**src/rtl/dbg_match_pkg.sv**
```systemverilog
package dbg_match_pkg;

  typedef struct packed {
    logic valid;
    logic rd;
    logic byte_acc;
    logic fetch;
  } bus_attr_t;

  typedef struct packed {
    logic en;
    logic src;
    logic tag;
    logic brk;
    logic rwe;
    logic rw;
    logic sze;
    logic sz;
  } chan_cfg_t;

  // Direction qualifier: passes when direction compare is off, or when the
  // access direction equals the programmed one.
  function automatic logic dir_ok(input logic rwe, input logic rw, input logic rd);
    logic r;
    if (!rwe) r = 1'b1;
    else      r = (rw == rd);
    return r;
  endfunction

  // Size qualifier: passes when size compare is off, or when sizes agree.
  function automatic logic size_ok(input logic sze, input logic sz, input logic byte_acc);
    logic r;
    if (!sze) r = 1'b1;
    else      r = (sz == byte_acc);
    return r;
  endfunction

endpackage

```
**src/rtl/dbg_bus_sel.sv**
```systemverilog
module dbg_bus_sel
  import dbg_match_pkg::*;
#(
  parameter int ADDR_W = 23
) (
  input  logic              clk,
  input  logic              rst_n,
  input  logic              src,
  input  logic [ADDR_W-1:0] cpu_addr,
  input  bus_attr_t         cpu_attr,
  input  logic [ADDR_W-1:0] cop_addr,
  input  bus_attr_t         cop_attr,
  output logic [ADDR_W-1:0] sel_addr,
  output bus_attr_t         sel_attr
);

  always_comb begin
    if (src) begin
      sel_addr = cop_addr;
      sel_attr = cop_attr;
    end else begin
      sel_addr = cpu_addr;
      sel_attr = cpu_attr;
    end
  end

  // a valid selected access must come from the chosen bus
  assert_src_cpu_R2: assert property (@(posedge clk) disable iff (!rst_n)
    (!src && sel_attr.valid) |-> cpu_attr.valid);
  assert_src_cop_R2: assert property (@(posedge clk) disable iff (!rst_n)
    (src && sel_attr.valid) |-> cop_attr.valid);

endmodule

```
**src/rtl/dbg_match_core.sv**
```systemverilog
module dbg_match_core
  import dbg_match_pkg::*;
#(
  parameter int ADDR_W = 23
) (
  input  logic              clk,
  input  logic              rst_n,
  input  chan_cfg_t         cfg,
  input  logic [ADDR_W-1:0] cfg_addr,
  input  logic [ADDR_W-1:0] sel_addr,
  input  bus_attr_t         sel_attr,
  output logic              imm_hit,
  output logic              tag_hit
);

  logic addr_eq;
  logic qual_ok;
  logic armed;

  assign addr_eq = (sel_addr == cfg_addr);
  assign armed   = cfg.en && sel_attr.valid && addr_eq;
  assign qual_ok = dir_ok(cfg.rwe, cfg.rw, sel_attr.rd) &&
                   size_ok(cfg.sze, cfg.sz, sel_attr.byte_acc);

  // Immediate mode: qualified by direction and size.
  assign imm_hit = armed && !cfg.tag && qual_ok;
  // Tagged mode: only opcode fetches, direction and size ignored.
  assign tag_hit = armed && cfg.tag && sel_attr.fetch;

  // a tag is only raised by an opcode fetch
  assert_tag_fetch_R6: assert property (@(posedge clk) disable iff (!rst_n)
    tag_hit |-> (sel_attr.fetch && cfg.tag));
  // immediate and tagged hits never coexist
  assert_mode_excl_R3: assert property (@(posedge clk) disable iff (!rst_n)
    !(imm_hit && tag_hit));
  // nothing matches while disabled
  assert_off_nohit_R1: assert property (@(posedge clk) disable iff (!rst_n)
    !cfg.en |-> !(imm_hit || tag_hit));

endmodule

```
**src/rtl/dbg_tag_queue.sv**
```systemverilog
module dbg_tag_queue #(
  parameter int DEPTH = 3
) (
  input  logic clk,
  input  logic rst_n,
  input  logic adv,
  input  logic flush,
  input  logic tag_in,
  output logic exec_tag
);

  logic [DEPTH-1:0] slot_q;

  // Slot 0 receives the opcode fetched on an advance; the last slot issues.
  always_ff @(posedge clk or negedge rst_n) begin
    if (!rst_n)     slot_q[0] <= 1'b0;
    else if (flush) slot_q[0] <= 1'b0;
    else if (adv)   slot_q[0] <= tag_in;
  end

  generate
    for (genvar i = 1; i < DEPTH; i++) begin : g_stage
      always_ff @(posedge clk or negedge rst_n) begin
        if (!rst_n)     slot_q[i] <= 1'b0;
        else if (flush) slot_q[i] <= 1'b0;
        else if (adv)   slot_q[i] <= slot_q[i-1];
      end
    end
  endgenerate

  assign exec_tag = adv && !flush && slot_q[DEPTH-1];

  // after a flush no tag is left to execute
  assert_flush_empty_R8: assert property (@(posedge clk) disable iff (!rst_n)
    flush |=> !exec_tag);
  // a tag reaches execution only on an advance
  assert_exec_adv_R7: assert property (@(posedge clk) disable iff (!rst_n)
    exec_tag |-> adv);

endmodule

```
**src/rtl/dbg_match_chan.sv**
```systemverilog
module dbg_match_chan
  import dbg_match_pkg::*;
#(
  parameter int ADDR_W = 23,
  parameter int DEPTH  = 3
) (
  input  logic              clk,
  input  logic              rst_n,
  input  logic              cfg_en,
  input  logic              cfg_src,
  input  logic              cfg_tag,
  input  logic              cfg_brk,
  input  logic              cfg_rwe,
  input  logic              cfg_rw,
  input  logic              cfg_sze,
  input  logic              cfg_sz,
  input  logic [ADDR_W-1:0] cfg_addr,
  input  logic [1:0]        brk_gen_en,
  input  logic              cpu_valid,
  input  logic [ADDR_W-1:0] cpu_addr,
  input  logic              cpu_rd,
  input  logic              cpu_byte,
  input  logic              cpu_fetch,
  input  logic              cop_valid,
  input  logic [ADDR_W-1:0] cop_addr,
  input  logic              cop_rd,
  input  logic              cop_byte,
  input  logic              cop_fetch,
  input  logic              q_adv,
  input  logic              q_flush,
  output logic              trig_o,
  output logic              brk_o,
  output logic              disarm_o
);

  chan_cfg_t         cfg;
  bus_attr_t         cpu_attr, cop_attr, sel_attr;
  logic [ADDR_W-1:0] sel_addr;
  logic              imm_hit, tag_hit, exec_tag;
  logic              tag_push, exec_trig, trig_d, brk_d;
  logic              trig_q, brk_q;

  assign cfg      = '{en: cfg_en, src: cfg_src, tag: cfg_tag, brk: cfg_brk,
                      rwe: cfg_rwe, rw: cfg_rw, sze: cfg_sze, sz: cfg_sz};
  assign cpu_attr = '{valid: cpu_valid, rd: cpu_rd, byte_acc: cpu_byte, fetch: cpu_fetch};
  assign cop_attr = '{valid: cop_valid, rd: cop_rd, byte_acc: cop_byte, fetch: cop_fetch};

  dbg_bus_sel #(.ADDR_W(ADDR_W)) u_sel (
    .clk      (clk),
    .rst_n    (rst_n),
    .src      (cfg.src),
    .cpu_addr (cpu_addr),
    .cpu_attr (cpu_attr),
    .cop_addr (cop_addr),
    .cop_attr (cop_attr),
    .sel_addr (sel_addr),
    .sel_attr (sel_attr)
  );

  dbg_match_core #(.ADDR_W(ADDR_W)) u_core (
    .clk      (clk),
    .rst_n    (rst_n),
    .cfg      (cfg),
    .cfg_addr (cfg_addr),
    .sel_addr (sel_addr),
    .sel_attr (sel_attr),
    .imm_hit  (imm_hit),
    .tag_hit  (tag_hit)
  );

  assign tag_push = tag_hit && q_adv;

  dbg_tag_queue #(.DEPTH(DEPTH)) u_tags (
    .clk      (clk),
    .rst_n    (rst_n),
    .adv      (q_adv),
    .flush    (q_flush),
    .tag_in   (tag_push),
    .exec_tag (exec_tag)
  );

  assign exec_trig = cfg.en && cfg.tag && exec_tag;
  assign trig_d    = imm_hit || exec_trig;
  assign brk_d     = trig_d && cfg.brk && (brk_gen_en != 2'b00);

  always_ff @(posedge clk or negedge rst_n) begin
    if (!rst_n) begin
      trig_q <= 1'b0;
      brk_q  <= 1'b0;
    end else begin
      trig_q <= trig_d;
      brk_q  <= brk_d;
    end
  end

  assign trig_o   = trig_q;
  assign brk_o    = brk_q;
  assign disarm_o = brk_q;

  // a disabled cycle yields no trigger in the next one
  assert_off_quiet_R1: assert property (@(posedge clk) disable iff (!rst_n)
    !cfg_en |=> !trig_o);
  // break only alongside a trigger and with global permission
  assert_brk_trig_R9: assert property (@(posedge clk) disable iff (!rst_n)
    brk_o |-> (trig_o && disarm_o));
  assert_brk_perm_R9: assert property (@(posedge clk) disable iff (!rst_n)
    (brk_gen_en == 2'b00) |=> !brk_o);

endmodule

```
**config.mk**
```make
export PLATFORM = sky130hd
export DESIGN_NAME = dbg_match_chan
export DESIGN_NICKNAME = d
export VERILOG_FILES = /design/src/rtl/dbg_match_pkg.sv /design/src/rtl/dbg_bus_sel.sv /design/src/rtl/dbg_match_core.sv /design/src/rtl/dbg_tag_queue.sv /design/src/rtl/dbg_match_chan.sv
export SDC_FILE = /design/constraint.sdc
export NUM_CORES = 1
export LEC_CHECK = 0
export ABC_CLOCK_PERIOD_IN_PS = 800
export BUFFER_PORTS_ARGS = -buffer_cell sky130_fd_sc_hd__buf_2
export CAP_MARGIN = 20
export CORE_MARGIN = 2
export CORE_UTILIZATION = 30
export DETAILED_ROUTE_END_ITERATION = 10
export GPL_TIMING_DRIVEN = 0
export PLACE_DENSITY = 0.76
export SLEW_MARGIN = 30
export SYNTH_ARGS = -nofsm -noshare
export SYNTH_HDL_FRONTEND = slang
export SYNTH_SLANG_ARGS = --single-unit
```
**constraint.sdc**
```tcl
create_clock -name clk -period 0.8 [get_ports clk]
set_clock_uncertainty 0.05 [all_clocks]
set_input_delay 0.24 -clock clk [delete_from_list [all_inputs] [get_ports clk]]
set_output_delay 0.24 -clock clk [all_outputs]
set_load 0.02 [all_outputs]
```
==> impl_metrics.json <==
{
  "status": "complete, but fails checks",
  "failed_checks": "negative setup slack",
  "final_common_cell": "buf_2",
  "critical_path.max_fanout": 5,
  "dp_hpwl_um": 2300,
  "rsz0062_at_grt": "yes",
  "critPathKind": "in2reg",
  "synthesis.area_um2": 823,
  "cts_buffers": 3,
  "nNetsFinal": 282,
  "cp_top_family": "simple AND/OR/NAND/NOR gates",
  "seqPwrFrac_pct": 19.9,
  "synthesis.yosys.warnings": 0,
  "p_clk_share_pct": 23.1,
  "path_buf_inv": 2,
  "fp.dieH_um": 56.4,
  "hold_path_class": "in2reg",
  "drtIter0Drc": 25,
  "cp_slowest_cell": "nor4_2",
  "areaGrowthSynthToFinish_pct": 91.3,
  "first_global_vias": 1042,
  "grt_pass1_wl_um": 4490,
  "critical-path-max-stage-delay_ps": 440,
  "p_total_mw": 1.27,
  "ys_ff_latch": 5,
  "antenna_left": 0,
  "synth_area_per_cell_um2": 9.46,
  "first_pass_iters": 4,
  "place.gp.congestion": 0.781,
  "worstPathRequired_ps": 900,
  "post-place-ws_ps": -895,
  "synth_cell_types": 20,
  "critPathLaunchType": "primary input",
  "p_sw_share_pct": 30.7,
  "drc": 0,
  "power.internal_mw": 0.882,
  "grt_usage_pct": 18.3,
  "cp.arrival_ps": 1510,
  "ys_seq_area_share_pct": 15.2,
  "power_density_mw_per_mm2": 808,
  "path_clk_slew_ps": 50,
  "io_pins": 94,
  "layout.cells.most_common_list": "89 x buf_2, 25 x xnor2_1, 23 x mux2i_1",
  "layout_min_cycle_time_ps": 1410,
  "fin_crit_sh_pct": 176,
  "switchingPower_mw": 0.390,
  "cts-root-buf": "clkbuf_4",
  "setup_ws_ps": -608,
  "drt-vias-per-instance": 4.72,
  "vias": 1038,
  "start_util_pct": 32.4,
  "antenna_found_initial": 0,
  "drive_gt1_share_pct": 62.1,
  "tightestPinTransition_ps": 410,
  "grt_max_degree": 7,
  "clkSinkCount": 5,
  "cts_tree": "yes",
  "relSlewSlack_pct": 72.4,
  "setup_viol": 6,
  "power_frac_comb_pct": 57.0,
  "core_area_mm2": 0.00254,
  "synth_fp_nets": 178,
  "port_buffers": 92,
  "peakVddDrop_uv": 1200,
  "drt-total-wl_um": 3010,
  "cts.path.max_buffers": 2,
  "final-hold-violation-count": 0,
  "cap_viol_max_count": 0,
  "p_leak_nw": 0.784,
  "slew_viol_final": 0,
  "worstPathCellList": "buf_12 > buf_4 > mux2i_1 > xnor2_1 > nor4_2 > nand3_1 > o32ai_2",
  "clock_latency_ps": 240,
  "synth_cells": 87,
  "antenna_cells": 0,
  "die-area_mm2": 0.00318,
  "cts_max_level": 1,
  "wl_per_cell_um": 13.7,
  "fmax_mhz": 710,
  "rows": 18,
  "overflow": 0,
  "cp-end-kind": "flip-flop",
  "fp.dieW_um": 56.4
}
## state kept, by name, summed over array words and instances (netlist names)
name / flops
brk_o: 1
trig_o: 1
u_tags.slot_q: 3
## cell type report
| cell class | count | area, um^2 |
|---|---|---|
| Buffer | 4 | 71.3 |
| Timing Repair Buffer | 99 | 594 |
| Inverter | 1 | 3.75 |
| Multi-Input combinational cell | 77 | 717 |
| Sequential cell | 5 | 125 |
| Clock buffer | 4 | 26.3 |
| Fill cell | 227 | 970 |
| Tap cell | 30 | 37.5 |
## worst register-to-register path: cells and delay by family (launching register included)
kind            cells  cell delay [ps]
flops               1              330
simple gates        3              390
compound gates      1               70
## per-layer routing
metal / global-route usage (%) / up-vias / share of wire (%)
met3: 5.76 / 2 / 6.5
met5: 0 / - / 0
met1: 21.5 / 466 / 38
li1: - / 527 / -
met2: 33.4 / 43 / 55
met4: 1.70 / 0 / 0.50
## timing repair
action                                 in CTS  in global routing
setup endpoints to repair                   6                  6
pin swaps                                  11                  8
resized for setup                          16                  8
gates cloned                                3                  0
endpoints found under the hold margin       5                  0
hold buffers                                1                  0
buffers inserted                            1                  2
## cell families (layout without fill, tap and decap cells)
group                     after synthesis  in the layout  share of synthesized area [%]
xor gates and xnor gates               25             25                           26.6
and+or+nand+nor                        18             18                           12.0
buffers and inverters                   5            108                           6.53
muxes                                  29             29                           35.4
AOI/OAI and AO/OA                       5              5                           4.26
DFF                                     5              5                           15.2
## power groups by stage
stage	clock (mW)	sequential, mW	combinational [mW]
finish	0.294	0.254	0.725
global route	0.336	0.253	0.786
CTS	0.306	0.254	0.675
detailed placement	0	0.258	0.588
global placement	0	0.258	0.578
floorplan	0	0.258	0.318
## through the flow
| stage | cell area (um^2) | utilization [%] | instances | hold slack [ps] | setup TNS [ps] |
|---|---|---|---|---|---|
| after floorplan | 836 | - | 87 | -106 | -2010 |
| after global placement | 1330 | 52.4 | 209 | 7.44 | -2780 |
| after detailed placement | 1330 | 52.4 | 209 | 14.0 | -2790 |
| after CTS | 1520 | 59.6 | 218 | 175 | -2660 |
| after global routing | 1580 | 61.9 | 220 | 177 | -3120 |
| final | 1580 | 61.9 | 220 | 181 | -2670 |
## cell usage after synthesis
library cell | number | area share (%)
a221oi_1 | 1 | 1.1
buf_12 | 1 | 2.4
buf_4 | 1 | 0.91
buf_6 | 2 | 2.7
dfrtp_1 | 5 | 15
inv_1 | 1 | 0.46
mux2_2 | 1 | 1.4
mux2i_1 | 28 | 34
nand2_1 | 2 | 0.91
nand2b_1 | 1 | 0.76
nand3_1 | 2 | 1.2
nand4_1 | 3 | 2.3
nor2_1 | 2 | 0.91
nor2b_1 | 1 | 0.76
nor3_1 | 1 | 0.61
nor4_1 | 6 | 4.6
o21a_1 | 1 | 0.91
o21ai_1 | 2 | 1.2
o32ai_1 | 1 | 1.1
xnor2_1 | 25 | 27
## final timing paths
kind / slack [ps] / cells after the start / to / startpoint
worst max register to register: -110 / 4 / brk_o / u_tags.slot_q[2]
max in group asynchronous: 260 / 2 / u_tags.slot_q[1] / rst_n
worst min-delay path: 180 / 2 / u_tags.slot_q[2] / q_flush
worst min register to register: 470 / 2 / u_tags.slot_q[2] / u_tags.slot_q[2]
worst max-delay path: -610 / 7 / u_tags.slot_q[0] / cfg_src
min in group asynchronous: 300 / 2 / brk_o / rst_n
Power figures use the tool's default switching activity.
